## config.mk

```make
export PLATFORM = sky130hd
export DESIGN_NAME = sram_lane_ctrl
export DESIGN_NICKNAME = d
export VERILOG_FILES = /design/src/rtl/sram_lane_pkg.sv /design/src/rtl/sram_lane_timer.sv /design/src/rtl/sram_lane_quiet.sv /design/src/rtl/sram_lane_rdcap.sv /design/src/rtl/sram_lane_ctrl.sv
export SDC_FILE = /design/constraint.sdc
export NUM_CORES = 1
export LEC_CHECK = 0
export BUFFER_PORTS_ARGS = -buffer_cell sky130_fd_sc_hd__buf_2
export CAP_MARGIN = 25
export CORE_MARGIN = 10
export CORE_UTILIZATION = 24
export CTS_CLUSTER_DIAMETER = 100
export DETAILED_ROUTE_END_ITERATION = 6
export PLACE_DENSITY = 0.52
export SLEW_MARGIN = 10
export SYNTH_ARGS = -nofsm -noshare
export SYNTH_HDL_FRONTEND = slang
export SYNTH_SLANG_ARGS = --single-unit
export TNS_END_PERCENT = 30
```

## constraint.sdc

```tcl
create_clock -name clk -period 1.6 [get_ports clk]
set_input_delay 0.24 -clock clk [delete_from_list [all_inputs] [get_ports clk]]
set_output_delay 0.24 -clock clk [all_outputs]
set_load 0.01 [all_outputs]
```

## src/rtl/sram_lane_pkg.sv

```systemverilog
package sram_lane_pkg;

   typedef enum logic [2:0] {
      ST_IDLE       = 3'd0,
      ST_RD_ACCESS  = 3'd1,
      ST_RD_CAPTURE = 3'd2,
      ST_TURNAROUND = 3'd3,
      ST_WR_SETUP   = 3'd4,
      ST_WR_PULSE   = 3'd5,
      ST_WR_RECOVER = 3'd6
   } ctl_state_t;

   function automatic int ceil_div(input int num, input int den);
      return (num + den - 1) / den;
   endfunction

   function automatic int max_of(input int a, input int b);
      return (a > b) ? a : b;
   endfunction

endpackage

```

## src/rtl/sram_lane_timer.sv

```systemverilog
module sram_lane_timer #(
   parameter int CNT_W = 4
) (
   input  logic             clk,
   input  logic             rst_n,
   input  logic             load,
   input  logic [CNT_W-1:0] load_val,
   output logic             done
);
   logic [CNT_W-1:0] cnt;

   always_ff @(posedge clk or negedge rst_n) begin
      if (!rst_n)
         cnt <= '0;
      else if (load)
         cnt <= load_val;
      else if (cnt != '0)
         cnt <= cnt - 1'b1;
   end

   assign done = (cnt == '0);
endmodule

```

## src/rtl/sram_lane_quiet.sv

```systemverilog
module sram_lane_quiet #(
   parameter int TURN_CYC = 4
) (
   input  logic clk,
   input  logic rst_n,
   input  logic oe_n,
   output logic drive_ok
);
   localparam int QW = $clog2(TURN_CYC + 1);
   localparam logic [QW-1:0] QMAX = QW'(TURN_CYC);

   logic [QW-1:0] quiet;

   always_ff @(posedge clk or negedge rst_n) begin
      if (!rst_n)
         quiet <= QMAX;
      else if (!oe_n)
         quiet <= '0;
      else if (quiet < QMAX)
         quiet <= quiet + 1'b1;
   end

   // true when the next cycle will follow TURN_CYC released cycles
   assign drive_ok = (int'(quiet) + 1) >= TURN_CYC;
endmodule

```

## src/rtl/sram_lane_rdcap.sv

```systemverilog
module sram_lane_rdcap #(
   parameter int LANE_W = 8,
   parameter int LANES  = 2
) (
   input  logic                    clk,
   input  logic                    rst_n,
   input  logic                    cap,
   input  logic                    clr,
   input  logic [LANES-1:0]        lane_en,
   input  logic [LANES*LANE_W-1:0] din,
   output logic [LANES*LANE_W-1:0] dout
);
   for (genvar g = 0; g < LANES; g++) begin : g_lane
      always_ff @(posedge clk or negedge rst_n) begin
         if (!rst_n)
            dout[g*LANE_W +: LANE_W] <= '0;
         else if (clr)
            dout[g*LANE_W +: LANE_W] <= '0;
         else if (cap)
            dout[g*LANE_W +: LANE_W] <= lane_en[g] ? din[g*LANE_W +: LANE_W] : '0;
      end
   end
endmodule

```

## src/rtl/sram_lane_ctrl.sv

```systemverilog
module sram_lane_ctrl
   import sram_lane_pkg::*;
#(
   parameter int ADDR_W   = 17,
   parameter int LANE_W   = 8,
   parameter int LANES    = 2,
   parameter int CLK_PS   = 8000,
   parameter int T_RC_PS  = 55000,
   parameter int T_WP_PS  = 45000,
   parameter int T_SD_PS  = 25000,
   parameter int T_HZ_PS  = 30000,
   parameter int RD_CYC   = ceil_div(T_RC_PS, CLK_PS),
   parameter int WP_CYC   = ceil_div(T_WP_PS, CLK_PS),
   parameter int SD_CYC   = ceil_div(T_SD_PS, CLK_PS),
   parameter int TURN_CYC = ceil_div(T_HZ_PS, CLK_PS)
) (
   input  logic                    clk,
   input  logic                    rst_n,
   input  logic                    req_valid,
   input  logic                    req_write,
   input  logic [ADDR_W-1:0]       req_addr,
   input  logic [LANES*LANE_W-1:0] req_wdata,
   input  logic [LANES-1:0]        req_mask,
   output logic                    req_ready,
   output logic                    rsp_valid,
   output logic [LANES*LANE_W-1:0] rsp_rdata,
   output logic [ADDR_W-1:0]       mem_addr,
   output logic                    mem_cs_n,
   output logic                    mem_oe_n,
   output logic                    mem_we_n,
   output logic                    mem_ub_n,
   output logic                    mem_lb_n,
   output logic [LANES*LANE_W-1:0] mem_dq_out,
   input  logic [LANES*LANE_W-1:0] mem_dq_in,
   output logic                    mem_dq_oe
);
   localparam int DATA_W  = LANES * LANE_W;
   localparam int REC_RAW = RD_CYC - 1 - WP_CYC;
   localparam int REC_CYC = (REC_RAW < 1) ? 1 : REC_RAW;
   localparam int MAX_CYC = max_of(max_of(RD_CYC, WP_CYC), REC_CYC);
   localparam int CNT_W   = $clog2(MAX_CYC + 1);

   if (LANES != 2)
      $error("two byte lanes are required");
   if (RD_CYC < 2 || WP_CYC < 1 || TURN_CYC < 1)
      $error("phase lengths too short");
   if (SD_CYC > WP_CYC + 1)
      $error("data setup does not fit in setup plus pulse");
   if (DATA_W != 16 || ADDR_W < 1)
      $error("unsupported bus shape");

   ctl_state_t state, nxt;
   logic             tmr_done, tmr_load, drive_ok, accept;
   logic [CNT_W-1:0] tmr_val;
   logic [LANES-1:0] mask_q, mask_n, lane_n;
   logic             sel_n, cap, clr;

   assign accept = (state == ST_IDLE) && req_valid;
   assign mask_n = accept ? req_mask : mask_q;

   always_comb begin
      nxt = state;
      unique case (state)
         ST_IDLE: if (req_valid && req_mask != '0)
                     nxt = !req_write ? ST_RD_ACCESS :
                           (drive_ok ? ST_WR_SETUP : ST_TURNAROUND);
         ST_RD_ACCESS:  if (tmr_done) nxt = ST_RD_CAPTURE;
         ST_RD_CAPTURE: nxt = ST_IDLE;
         ST_TURNAROUND: if (drive_ok) nxt = ST_WR_SETUP;
         ST_WR_SETUP:   nxt = ST_WR_PULSE;
         ST_WR_PULSE:   if (tmr_done) nxt = ST_WR_RECOVER;
         ST_WR_RECOVER: if (tmr_done) nxt = ST_IDLE;
         default:       nxt = ST_IDLE;
      endcase
   end

   always_comb begin
      unique case (nxt)
         ST_RD_ACCESS:  tmr_val = CNT_W'(RD_CYC - 1);
         ST_WR_PULSE:   tmr_val = CNT_W'(WP_CYC - 1);
         ST_WR_RECOVER: tmr_val = CNT_W'(REC_CYC - 1);
         default:       tmr_val = '0;
      endcase
   end
   assign tmr_load = (nxt != state);

   assign sel_n = !(nxt == ST_RD_ACCESS || nxt == ST_WR_SETUP ||
                    nxt == ST_WR_PULSE  || nxt == ST_WR_RECOVER);
   assign cap   = (state == ST_RD_ACCESS) && tmr_done;
   assign clr   = ((state == ST_WR_RECOVER) && tmr_done) ||
                  (accept && req_mask == '0);

   always_ff @(posedge clk or negedge rst_n) begin
      if (!rst_n) begin
         state      <= ST_IDLE;
         req_ready  <= 1'b1;
         rsp_valid  <= 1'b0;
         mem_cs_n   <= 1'b1;
         mem_oe_n   <= 1'b1;
         mem_we_n   <= 1'b1;
         mem_dq_oe  <= 1'b0;
         mem_addr   <= '0;
         mem_dq_out <= '0;
         mask_q     <= '0;
      end else begin
         state      <= nxt;
         req_ready  <= (nxt == ST_IDLE);
         rsp_valid  <= cap || clr;
         mem_cs_n   <= sel_n;
         mem_oe_n   <= !(nxt == ST_RD_ACCESS);
         mem_we_n   <= !(nxt == ST_WR_PULSE);
         mem_dq_oe  <= (nxt == ST_WR_SETUP) || (nxt == ST_WR_PULSE) ||
                       (nxt == ST_WR_RECOVER);
         mask_q     <= mask_n;
         if (accept) begin
            mem_addr   <= req_addr;
            mem_dq_out <= req_wdata;
         end
      end
   end

   for (genvar g = 0; g < LANES; g++) begin : g_strobe
      always_ff @(posedge clk or negedge rst_n) begin
         if (!rst_n)
            lane_n[g] <= 1'b1;
         else
            lane_n[g] <= sel_n || !mask_n[g];
      end
   end
   assign mem_lb_n = lane_n[0];
   assign mem_ub_n = lane_n[1];

   sram_lane_timer #(.CNT_W(CNT_W)) u_timer (
      .clk(clk), .rst_n(rst_n), .load(tmr_load), .load_val(tmr_val), .done(tmr_done)
   );

   sram_lane_quiet #(.TURN_CYC(TURN_CYC)) u_quiet (
      .clk(clk), .rst_n(rst_n), .oe_n(mem_oe_n), .drive_ok(drive_ok)
   );

   sram_lane_rdcap #(.LANE_W(LANE_W), .LANES(LANES)) u_rdcap (
      .clk(clk), .rst_n(rst_n), .cap(cap), .clr(clr), .lane_en(mask_q),
      .din(mem_dq_in), .dout(rsp_rdata)
   );
endmodule

```

==> results_dict.tcl <==
set metrics [dict create \
    peakVddDrop_mv 0.761 \
    p_leak_uw 0.00216 \
    cp.required_ns 1.82 \
    cp_max_fo 8 \
    die-area_um2 17000 \
    violations "setup timing" \
    totalWireLength_mm 8.33 \
    hold_viol 0 \
    route.detailed.drc 0 \
    ant_nets 0 \
    fin_crit_ns 1.69 \
    first_global_vias 2383 \
    drive_above_1_share_pct 59.7 \
    grt_max_degree 69 \
    routabilityCongestion 0.808 \
    status "complete, but fails checks" \
    clk_pin_slew_ns 0.06 \
    start_util_pct 24.5 \
    cts_root_buf "clkbuf_16" \
    gr-usage-all-layers_pct 9.53 \
    combPwrFrac_pct 45.7 \
    ff_latch_area_um2 1710 \
    ys_seq_area_share_pct 58.4 \
    slew_violations 0 \
    dr.pass1.iters 4 \
    cts_tree "yes" \
    dp_hpwl_mm 5.96 \
    worst_pin_slew_ns 0.437 \
    most-common-layout-cells "buf_2, dfrtp_1, mux2_4" \
    multi_input_area_um2 1270 \
    antenna_found_initial 0 \
    swShare_pct 33.3 \
    yosys_warnings 0 \
    cts-htree-levels 3 \
    syn-instance-count 226 \
    overflow 0 \
    coreArea_um2 12000 \
    core.rowCount 40 \
    ios 112 \
    num_antenna_cells 0 \
    yosysUniqueCellTypes 44 \
    cts_buffers 9 \
    die_w_um 130 \
    fin_ws_ns -0.0935 \
    syn_area_per_cell_um2 13.0 \
    crit_type "reg2reg" \
    syn_nets 284 \
    final_common_cell "buf_2" \
    hold_path_class "in2reg" \
    grt_setup_unrepaired "yes" \
    fin_crit_sh_pct 106 \
    worst_ep_arrival_time_ns 1.91 \
    clkPwrFrac_pct 22.6 \
    cp-start-kind "flop" \
    switching_power_uw 3300 \
    port_buffers 111 \
    internal_power_uw 6620 \
    cap_violations 0 \
    viasPerCell 4.37 \
    max_freq_mhz 590 \
    endpoint_kind "flop" \
    cts_sinks 68 \
    n_fill_cell 1166 \
    setup_violations 49 \
    nets 428 \
    slew_headroom_pct 70.8 \
    cellPowerDensity_nw_per_um2 2240 \
    drt_iter0_drc 83 \
    clk_latency_ns 0.34 \
    fp.dieH_um 130 \
    synth_seq_cells 68 \
    fin_setup_tns_ns -3.16 \
    syn-cell-area_um2 2930 \
    finalClockSkew_ns 0.00689 \
    routedWlPerCell_um 16.0 \
    seq_power_share_pct 31.7 \
    final_util_pct 37.0 \
    num_vias 2280 \
    clockBufferDepth 2 \
    grt_pass1_wl_mm 12.5 \
    area_delta_synth_final_pct 51.3 \
]
power by group through the flow:
stage,Sequential (µW),Combinational [µW],Clock [µW]
3_5_place_dp,3150,4100,0
3_3_place_gp,3130,4070,0
4_1_cts,3150,4370,2330
6_report,3150,4540,2240
2_1_floorplan,3430,2090,0
5_1_grt,3270,4960,2390
synth_stat cells, drive strengths merged:
cell type,count,area [µm²]
a211o,2,18.8
mux2i,4,40.0
o211ai,3,22.5
nor3b,1,7.51
o21a,1,7.51
a22o,8,70.1
o31a,1,10.0
dfstp,7,184
nand2,16,62.6
a22oi,2,15.0
and2,3,20.0
nor3,1,10.0
xor2,1,8.76
o21ai,8,40.0
or2b,2,17.5
nand2b,1,6.26
inv,6,22.5
a21oi,15,75.1
a21boi,1,7.51
xnor2,2,17.5
o22a,1,10.0
clkbuf,3,21.3
a221oi,1,15.0
a2bb2oi,1,8.76
or3,2,12.5
nor2b,3,26.3
nand3,12,60.1
or3b,1,8.76
nor2,6,22.5
ha,3,37.5
o22ai,1,20.0
mux2,35,394
nor4b,2,32.5
dfrtp,61,1530
buf,9,68.8
worst paths after layout:
kind	start	endpoint	slack [ns]	cells after the start
worst max register to register	state[2]	mem_dq_out[1]	-0.09	4
min in group asynchronous	rst_n	mem_dq_out[5]	0.45	3
worst min-delay path	mem_dq_in[7]	u_rdcap.dout[7]	0.12	2
worst max-delay path	state[2]	mem_dq_out[1]	-0.09	4
worst min register to register	u_rdcap.dout[1]	u_rdcap.dout[1]	0.50	1
max in group asynchronous	rst_n	mem_cs_n	0.80	3
state kept, by name (all words and copies together) (netlist names), 2 cells and up:
signal	flops
u_timer.cnt	3
mask_q	2
u_rdcap.dout	16
state	3
mem_addr	17
mem_dq_out	16
u_quiet.quiet	3
logic make-up (layout without fill, tap and decap cells):
logic type	Yosys count	after routing	synth area share, %
compound gates	45	45	10.9
xor+xnor	3	3	0.898
fa+ha+maj	3	3	1.28
buf+inv	18	167	3.85
flops	68	68	58.4
mux	39	39	14.8
simple gates	50	50	9.79
through the flow:
stage / cells / hold slack, ns / area (µm²) / setup WS [ns] / total power, µW
2_1_floorplan: 226 / -0.0556 / 2940 / -0.0678 / 5520
3_3_place_gp: 503 / 0.288 / 3880 / -0.151 / 7200
3_5_place_dp: 503 / 0.293 / 3880 / -0.221 / 7250
4_1_cts: 520 / 0.110 / 4320 / -0.102 / 9850
5_1_grt: 522 / 0.117 / 4430 / -0.176 / 10600
6_report: 522 / 0.124 / 4430 / -0.0935 / 9920
layout make-up:
type,instances,share of cell area (%)
flip-flops and latches,68,38.7
multi-input cells,140,28.7
repair buffers,145,20.4
clock buffers,11,5.25
well taps,147,4.15
clock inverters,5,2.26
inverters,6,0.508
worst max-delay path, cell delays in order (launching register included):
cell and delay [ns]:
dfrtp_2 0.46, nor4b_4 0.40, buf_6 0.23, clkbuf_16 0.18, mux2_4 0.30
per-layer routing:
layer  wire (µm)  GRT usage [%]  part of all wire (%)  vias up
met1        3640           11.3                    44     1102
met4          79           2.94                  0.95        0
met3         646           4.71                   7.8        7
met2        3970           14.9                    48       77
li1            -              -                     -     1094
met5           0              0                     0        -
timing repair:
item	in CTS	in global routing
gates cloned	0	1
gates resized for setup	29	18
pin swaps	1	3
setup endpoints to repair	61	60
hold buffers	1	0
setup buffers	0	1
endpoints found under the hold margin	61	0
No activity file was read; power rests on OpenSTA's default activity.
